[src/rtl/capscale_pkg.sv]
package capscale_pkg;

    typedef enum logic [1:0] {
        BAND_WARM = 2'd0,
        BAND_MID  = 2'd1,
        BAND_COLD = 2'd2
    } band_t;

    localparam int DEF_TEMP_W      = 8;
    localparam int DEF_CHG_W       = 16;
    localparam int DEF_WARM_EXIT   = 0;
    localparam int DEF_WARM_ENTER  = 4;
    localparam int DEF_COLD_LIMIT  = -20;

    typedef struct packed {
        logic [1:0] shift_a;  // first shift amount
        logic [1:0] shift_b;  // second shift amount
        logic       use_b;    // add the second term
        logic       pass;     // pass through unscaled
    } scale_plan_t;

    function automatic scale_plan_t plan_for(band_t b);
        scale_plan_t p;
        p = '{shift_a: 2'd1, shift_b: 2'd2, use_b: 1'b0, pass: 1'b0};
        unique case (b)
            BAND_WARM: p.pass  = 1'b1;
            BAND_MID:  p.use_b = 1'b1;
            default:   p.use_b = 1'b0;
        endcase
        return p;
    endfunction

endpackage

[src/rtl/capscale_band_fsm.sv]
module capscale_band_fsm
    import capscale_pkg::*;
#(
    parameter int TEMP_W     = DEF_TEMP_W,
    parameter int WARM_EXIT  = DEF_WARM_EXIT,
    parameter int WARM_ENTER = DEF_WARM_ENTER,
    parameter int COLD_LIMIT = DEF_COLD_LIMIT
) (
    input  logic                     clk,
    input  logic                     rst,
    input  logic                     smp_vld,
    input  logic signed [TEMP_W-1:0] temp_c,
    output band_t                    band,
    output logic                     warm_q
);

    logic warm_nxt;
    logic below_exit, above_enter, below_cold;

    assign below_exit  = (int'(temp_c) < WARM_EXIT);
    assign above_enter = (int'(temp_c) > WARM_ENTER);
    assign below_cold  = (int'(temp_c) < COLD_LIMIT);

    always_comb begin
        warm_nxt = warm_q;
        if (smp_vld) begin
            if (warm_q && below_exit)
                warm_nxt = 1'b0;
            else if (!warm_q && above_enter)
                warm_nxt = 1'b1;
        end
    end

    always_comb begin
        if (warm_nxt)
            band = BAND_WARM;
        else if (below_cold)
            band = BAND_COLD;
        else
            band = BAND_MID;
    end

    always_ff @(posedge clk) begin
        if (rst)
            warm_q <= 1'b1;
        else
            warm_q <= warm_nxt;
    end

    // leave warm only below the exit threshold
    a_r5_stay_warm: assert property (@(posedge clk) disable iff (rst)
        (smp_vld && warm_q && int'(temp_c) >= WARM_EXIT) |=> warm_q);
    a_r5_leave_warm: assert property (@(posedge clk) disable iff (rst)
        (smp_vld && warm_q && int'(temp_c) < WARM_EXIT) |=> !warm_q);
    // return to warm only above the entry threshold
    a_r6_stay_cool: assert property (@(posedge clk) disable iff (rst)
        (smp_vld && !warm_q && int'(temp_c) <= WARM_ENTER) |=> !warm_q);
    a_r6_return_warm: assert property (@(posedge clk) disable iff (rst)
        (smp_vld && !warm_q && int'(temp_c) > WARM_ENTER) |=> warm_q);
    // state ignores idle cycles
    a_r7_state_idle: assert property (@(posedge clk) disable iff (rst)
        !smp_vld |=> $stable(warm_q));

endmodule

[src/rtl/capscale_derate.sv]
module capscale_derate
    import capscale_pkg::*;
#(
    parameter int CHG_W = DEF_CHG_W
) (
    input  band_t             band,
    input  logic [CHG_W-1:0]  nac,
    output logic [CHG_W-1:0]  scaled
);

    scale_plan_t      plan;
    logic [CHG_W-1:0] term_a, term_b;

    assign plan   = plan_for(band);
    assign term_a = nac >> plan.shift_a;
    assign term_b = plan.use_b ? (nac >> plan.shift_b) : '0;

    always_comb begin
        if (plan.pass)
            scaled = nac;
        else
            scaled = term_a + term_b;
    end

    // shift-add result never exceeds its input
    always_comb begin
        a_r3_no_growth: assert (scaled <= nac);
    end

endmodule

[src/rtl/capscale_top.sv]
module capscale_top
    import capscale_pkg::*;
#(
    parameter int TEMP_W     = DEF_TEMP_W,
    parameter int CHG_W      = DEF_CHG_W,
    parameter int WARM_EXIT  = DEF_WARM_EXIT,
    parameter int WARM_ENTER = DEF_WARM_ENTER,
    parameter int COLD_LIMIT = DEF_COLD_LIMIT
) (
    input  logic                     clk,
    input  logic                     rst,
    input  logic                     smp_vld,
    input  logic signed [TEMP_W-1:0] temp_c,
    input  logic [CHG_W-1:0]         nac_in,
    input  logic [CHG_W-1:0]         full_ref_in,
    output logic                     cap_vld,
    output logic [CHG_W-1:0]         cap_out,
    output logic [CHG_W-1:0]         full_ref_out
);

    band_t            band;
    logic             warm_q;
    logic [CHG_W-1:0] scaled;

    capscale_band_fsm #(
        .TEMP_W     (TEMP_W),
        .WARM_EXIT  (WARM_EXIT),
        .WARM_ENTER (WARM_ENTER),
        .COLD_LIMIT (COLD_LIMIT)
    ) u_band (
        .clk     (clk),
        .rst     (rst),
        .smp_vld (smp_vld),
        .temp_c  (temp_c),
        .band    (band),
        .warm_q  (warm_q)
    );

    capscale_derate #(
        .CHG_W (CHG_W)
    ) u_derate (
        .band   (band),
        .nac    (nac_in),
        .scaled (scaled)
    );

    always_ff @(posedge clk) begin
        if (rst) begin
            cap_vld      <= 1'b0;
            cap_out      <= '0;
            full_ref_out <= '0;
        end else begin
            cap_vld <= smp_vld;
            if (smp_vld) begin
                cap_out      <= scaled;
                full_ref_out <= full_ref_in;
            end
        end
    end

    // valid strictly follows the strobe, outputs hold when idle
    a_r7_vld_on: assert property (@(posedge clk) disable iff (rst)
        smp_vld |=> cap_vld);
    a_r7_vld_off: assert property (@(posedge clk) disable iff (rst)
        !smp_vld |=> !cap_vld);
    a_r7_hold: assert property (@(posedge clk) disable iff (rst)
        !smp_vld |=> ($stable(cap_out) && $stable(full_ref_out)));
    // warm band passes the count through
    a_r2_warm_pass: assert property (@(posedge clk) disable iff (rst)
        (smp_vld && band == BAND_WARM) |=> cap_out == $past(nac_in));
    // below the cold limit with state not warm, output is half
    a_r4_cold_half: assert property (@(posedge clk) disable iff (rst)
        (smp_vld && !warm_q && int'(temp_c) < COLD_LIMIT)
        |=> cap_out == ($past(nac_in) >> 1));
    // reference travels with its sample
    a_r8_ref_pair: assert property (@(posedge clk) disable iff (rst)
        smp_vld |=> full_ref_out == $past(full_ref_in));

endmodule

[config.mk]
export PLATFORM = sky130hd
export DESIGN_NAME = capscale_top
export DESIGN_NICKNAME = d
export VERILOG_FILES = /design/src/rtl/capscale_pkg.sv /design/src/rtl/capscale_band_fsm.sv /design/src/rtl/capscale_derate.sv /design/src/rtl/capscale_top.sv
export SDC_FILE = /design/constraint.sdc
export NUM_CORES = 1
export LEC_CHECK = 0
export ABC_AREA = 1
export BUFFER_PORTS_ARGS = -buffer_cell sky130_fd_sc_hd__buf_2
export CORE_MARGIN = 1
export CORE_UTILIZATION = 28
export DETAILED_ROUTE_END_ITERATION = 8
export SLEW_MARGIN = 30
export SYNTH_ARGS = -nofsm -noshare
export SYNTH_HDL_FRONTEND = slang
export SYNTH_SLANG_ARGS = --single-unit
export TNS_END_PERCENT = 30
[constraint.sdc]
create_clock -name clk -period 2.5 [get_ports clk]
set_input_delay 0.5 -clock clk [delete_from_list [all_inputs] [get_ports clk]]
set_output_delay 0.5 -clock clk [all_outputs]
set_load 0.02 [all_outputs]
## Word level (Yosys, flattened, before mapping)

Cells that the tools add are included.

| cells by class | value |
|---|---|
| $add $sub $neg | 1 |
| $lt $le $gt $ge | 3 |
| equal/unequal tests | 1 |
| muxes and demuxes | 9 |
| reduce and logical (&&, ||, !) cells | 4 |

Operators by type and width:

| kind | count |
|---|---|
| 15-bit by 16-bit adder with 16-bit output | 1 |
| 16-bit two-way mux | 1 |
| 14-bit two-way mux | 1 |
| 8-bit by 4-bit greater-than comparator with 1-bit output (second input constant) | 1 |
| 8-bit by 1-bit < comparator with 1-bit output (second input constant) | 1 |
| 8-bit by 6-bit < comparator with 1-bit output (second input constant) | 1 |
| 1-bit two-way mux | 5 |
| 2-bit two-way mux | 2 |
| 2-bit by 1-bit == test with 1-bit output (second input constant) | 1 |
| 1-bit logical AND | 2 |
| 2-bit logical NOT | 1 |
| 1-bit logical NOT | 1 |

| word-level totals | value |
|---|---|
| register bits | 34 |
| bits of input ports | 43 |
| logic and storage cells | 22 |

## Depth between registers and ports, before layout

| logic depth | value |
|---|---|
| word-level depth | 11 |
| depth in mapped cells | 20 |
| mapped depth without buffers | 19 |

## Cells and area by module

A second synthesis with hierarchy kept.

| unflattened totals | value |
|---|---|
| cell total of the unflattened synthesis | 470 |
| area, all modules | 2,682.6 um^2 |

By module, submodules not included:

| module | instances | cells an instance | area each (um^2) | seq. area each (um^2) |
|---|---|---|---|---|
| capscale_top | 1 | 206 | 1,352.5 | 660.6 |
| capscale_derate | 1 | 242 | 1,217.4 | 0.0 |
| capscale_band_fsm | 1 | 22 | 112.6 | 20.0 |

## Worst setup path before layout

OpenSTA, ideal clock, no wires.

| timing path | value |
|---|---|
| kind | input -> register |
| start | input port temp_c[0] |
| end | register cap_out[8] |
| arrival time | 2.513 ns |
| required time | 2.429 ns |
| setup slack | -0.084 ns |
| cell stages on the path | 20 |
| buffers on the path | 1 |
| path through | o21ai_1 -> nand3_2 -> nand2_4 -> nand2_8 -> nand2_8 -> nand2_2 -> buf_6 -> nor2_1 -> ha_1 -> inv_1 -> fa_1 -> inv_1 -> nand3_1 -> nand3_1 -> nand2_1 -> nand2_1 -> nand2_1 -> nand3_1 -> nand3_1 -> a21oi_1 |

| between the ends | value |
|---|---|
| cells in the longest elaborated chain, start to end | 11 |

RTL lines:

| element | RTL line | text |
|---|---|---|
| from (decl) | capscale_top.sv:13 | `input logic signed [TEMP_W-1:0] temp_c,` |
| 8-bit by 4-bit greater-than comparator with 1-bit output | capscale_band_fsm.sv:21 | `assign above_enter = (int'(temp_c) > WARM_ENTER);` |
| 1-bit logical AND | capscale_band_fsm.sv:29 | `else if (!warm_q && above_enter)` |
| 1-bit two-way mux | capscale_band_fsm.sv:29 |  |
| 1-bit two-way mux | capscale_band_fsm.sv:27 | `if (warm_q && below_exit)` |
| 1-bit two-way mux | capscale_band_fsm.sv:26 | `if (smp_vld) begin` |
| 2-bit two-way mux * | capscale_band_fsm.sv:35 | `if (warm_nxt)` |
| 2-bit by 1-bit == test with 1-bit output | capscale_pkg.sv:25 | `unique case (b)` |
| 1-bit two-way mux | capscale_pkg.sv:25 |  |
| 14-bit two-way mux | capscale_derate.sv:16 | `assign term_b = plan.use_b ? (nac >> plan.shift_b) : '0;` |
| 15-bit by 16-bit adder with 16-bit output | capscale_derate.sv:22 | `scaled = term_a + term_b;` |
| 16-bit two-way mux * | capscale_derate.sv:19 | `if (plan.pass)` |
| to (signal assigned) | capscale_top.sv:55 | `cap_out <= scaled;` |
| to (decl) | capscale_top.sv:17 | `output logic [CHG_W-1:0] cap_out,` |

Mark *: on every way between the ends. The rest lies on a longest branch, timed or not.
A chain may end at the register's enable or synchronous reset.

## Worst setup path after layout

| timing path | value |
|---|---|
| start | input port temp_c[5] |
| end | register cap_out[8] |

Same word-level chain as after synthesis.

==> results.cfg <==
[logic_synthesis]
async_reset_ff_share_pct = 0
synth_compound_area_share_pct = 9.98
synth.cell_area_mm2 = 0.00251
yosysWarnings = 0
synth_nets = 467
synth_common_cells = 115 x nand2_1, 67 x inv_1, 60 x nor2_1
syn_inst = 409
synth_xor_xnor_area_share_pct = 1.40
synth_edf_count = 0
yosys.area.top_type_share_pct = 27.1
synth-simple-area-share_pct = 40.3
synth_top_family_by_area = simple AND/OR/NAND/NOR gates
synth_area_leaders = dfxtp_1 27%, nand2_1 17%, inv_1 10%
syn_avg_cell_area_um2 = 6.13
synth-adder-area-share_pct = 7.78
ys.flop_type = dfxtp_1
yosys.area.top_type = dfxtp_1
ys_seq_elements = 34
synth.most_common_cell = nand2_1
yosys.cell_types.count = 28
yosysSeqAreaShare_pct = 27.1
synth_mux_area_share_pct = 0

[pwr]
power-per-cell-area_mw_per_mm2 = 452
net-switching-power_w = 0.000500
combPwrFrac_pct = 31.6
irDropWorstVdd_mv = 0.267
netSwitchingFraction_pct = 33.6
clkPwrFrac_pct = 28.2
power_frac_seq_pct = 40.2
p_int_w = 0.000988
power.total_w = 0.00149
leakagePower_nw = 1.86

[placement]
postPlaceCellArea_mm2 = 0.00315
hpwl_um = 5620
gp_congestion = 0.838
portBuffers = 75

[cells_and_area]
synthToLayoutAreaGrowth_pct = 31.3
drive_gt1_share_pct = 28.3
antennaDiodeCount = 0
fin_area_mm2 = 0.00329
final_core_util_pct = 37.9
nNetsFinal = 562

[worst_setup_path]
reg2reg_depth = 17
r2r_end = cap_out[8]
crit_arrival_ns = 2.58
r2r-start = u_band.warm_q
startpoint_type = input port
path_max_fanout = 14
r2r_slack_ns = 0.27
critPathKind = input port to flop
end_kind = flop
required_ns = 2.71

[floorplan]
dieHeight_um = 96.6
num_rows = 34
start_util_pct = 28.9
die-area_mm2 = 0.00934
io_pins = 76
die_x_um = 96.6
core_area_mm2 = 0.00868

[sta]
grt_setup_unrepaired = yes
worst_slew_pin_slew_ns = 0.431
setup_viol_count_final = 0
fin_skew_ns = 0.00249
fmax_mhz = 423
fin_crit_sh_pct = 94.5
hold_violations = 0
relSlewSlack_pct = 71.2
finalMaxSlewViolations = 0
layout_min_cycle_time_ns = 2.36

[drt]
ant_nets = 0
dr.pass1.iters = 4
num_vias = 2707
drt_first_iter_violations = 85
routed_wl_um = 7070
wl_per_cell_um = 11.5
post-route-drc-count = 0
avgViaCountPerCell = 4.42

[cts]
ctsHoldBuffers = 0
cts_made_buffers = 5
cts_tree = yes
cts_max_path_buffers = 2
worstSkewPairLatency_ns = 0.28
clock-sinks = 34
clkTransAtPathRegs_ns = 0.07
cts_root_buf = clkbuf_8
htree_levels = 2

[worst_hold_path]
hold_depth = 3
hp-class = input port to flop
hold_path_end = full_ref_out[4]
hp-start = full_ref_in[4]

[outcome]
status = finished, final reports clean

[global_route]
overflow = 0
grt_pass1_vias = 2731
track_usage_pct = 15.8
antenna_found_initial = 0
grt_max_degree = 26
grt_pass1_wl_um = 12300

[run]
drv_cap = 0
[layer usage]
metal / GRT usage, % / up-vias / routed length [um]
met2: 27.7 / 57 / 3390
met1: 19.6 / 1197 / 3270
li1: - / 1441 / -
met4: 4.25 / 0 / 116
met5: 0 / - / 0
met3: 3.03 / 12 / 296
[kinds of logic after synthesis]
| kind of cell | Yosys count |
|---|---|
| buffers and inverters | 83 |
| adders and majority gates | 15 |
| AOI/OAI and AO/OA | 44 |
| DFF | 34 |
| xor gates and xnor gates | 4 |
| and+or+nand+nor | 229 |
[power groups by stage]
stage / Clock [W] / Sequential, W / Combinational, W
2_1_floorplan: 0 / 0.000656 / 0.000246
3_3_place_gp: 0 / 0.000609 / 0.000458
3_5_place_dp: 0 / 0.000610 / 0.000461
4_1_cts: 0.000433 / 0.000598 / 0.000464
5_1_grt: 0.000467 / 0.000603 / 0.000528
6_report: 0.000419 / 0.000598 / 0.000471
[metrics by stage]
step	hold WS, ns	setup TNS (ns)	setup slack (ns)	cells
after floorplan	0.541	0	0.00582	409
after global placement	0.453	-0.628	-0.0934	604
after detailed placement	0.453	-1.16	-0.171	604
after CTS	0.431	0	0.127	612
after global routing	0.436	-0.0337	-0.0282	613
final	0.438	0	0.137	613
[flip-flops by register name (all words and copies together), names as in the netlist]
register	count
full_ref_out	16
cap_vld	1
cap_out	16
u_band.warm_q	1
[cells in the final DEF, fill, tap and decap left out, types with 2 or more instances in the layout]
master / netlist / final
a21oi_1: 19 / 19
a21oi_2: 3 / 3
buf_2: 1 / 75
buf_4: 0 / 25
clkbuf_8: 0 / 6
dfxtp_1: 34 / 34
ha_1: 14 / 12
ha_2: 0 / 2
inv_1: 67 / 66
inv_2: 3 / 4
nand2_1: 115 / 113
nand2_2: 4 / 5
nand2_8: 3 / 4
nand3_1: 35 / 32
nand3_2: 4 / 6
nand4_1: 2 / 2
nor2_1: 60 / 57
nor2_2: 4 / 6
o21ai_0: 18 / 18
xnor2_1: 4 / 4
[critical path: stages]
cell,delay (ns)
buf_2,0.11
nor2_1,0.12
nand3_2,0.11
nand2_4,0.10
nand2_8,0.06
nand2_8,0.09
nand2_8,0.09
nor2_4,0.09
ha_2,0.17
inv_1,0.05
fa_2,0.34
inv_2,0.08
nand3_2,0.08
nand3_4,0.11
nand2_1,0.07
nand2_1,0.08
nand2_1,0.05
nand3_1,0.07
nand3_1,0.07
a21oi_1,0.12
[timing repair]
| action | CTS | global route |
|---|---|---|
| setup endpoints to repair | 0 | 5 |
| setup buffers | 0 | 1 |
| endpoints found under the hold margin | 0 | 0 |
| gates resized for setup | 0 | 10 |
[how the worst max path moves through the flow]
stage,from,slack (ns),cells after the start,endpoint
after floorplan,temp_c[0],0.006,20,cap_out[8]
after global placement,temp_c[0],-0.09,17,cap_out[11]
after detailed placement,temp_c[0],-0.17,20,cap_out[8]
after CTS,temp_c[0],0.13,20,cap_out[8]
after global routing,temp_c[0],-0.03,20,cap_out[12]
final,temp_c[5],0.14,20,cap_out[8]
[area by class of cell]
type                    instances  area (um2)
clock buffers                   7        86.3
clock inverters                 1        5.00
fillers                       997        5390
inverters                      71         267
multi-input cells             292        1560
flip-flops and latches         34         681
well taps                     108         135
repair buffers                100         563
No activity file was read; power rests on OpenSTA's default activity.
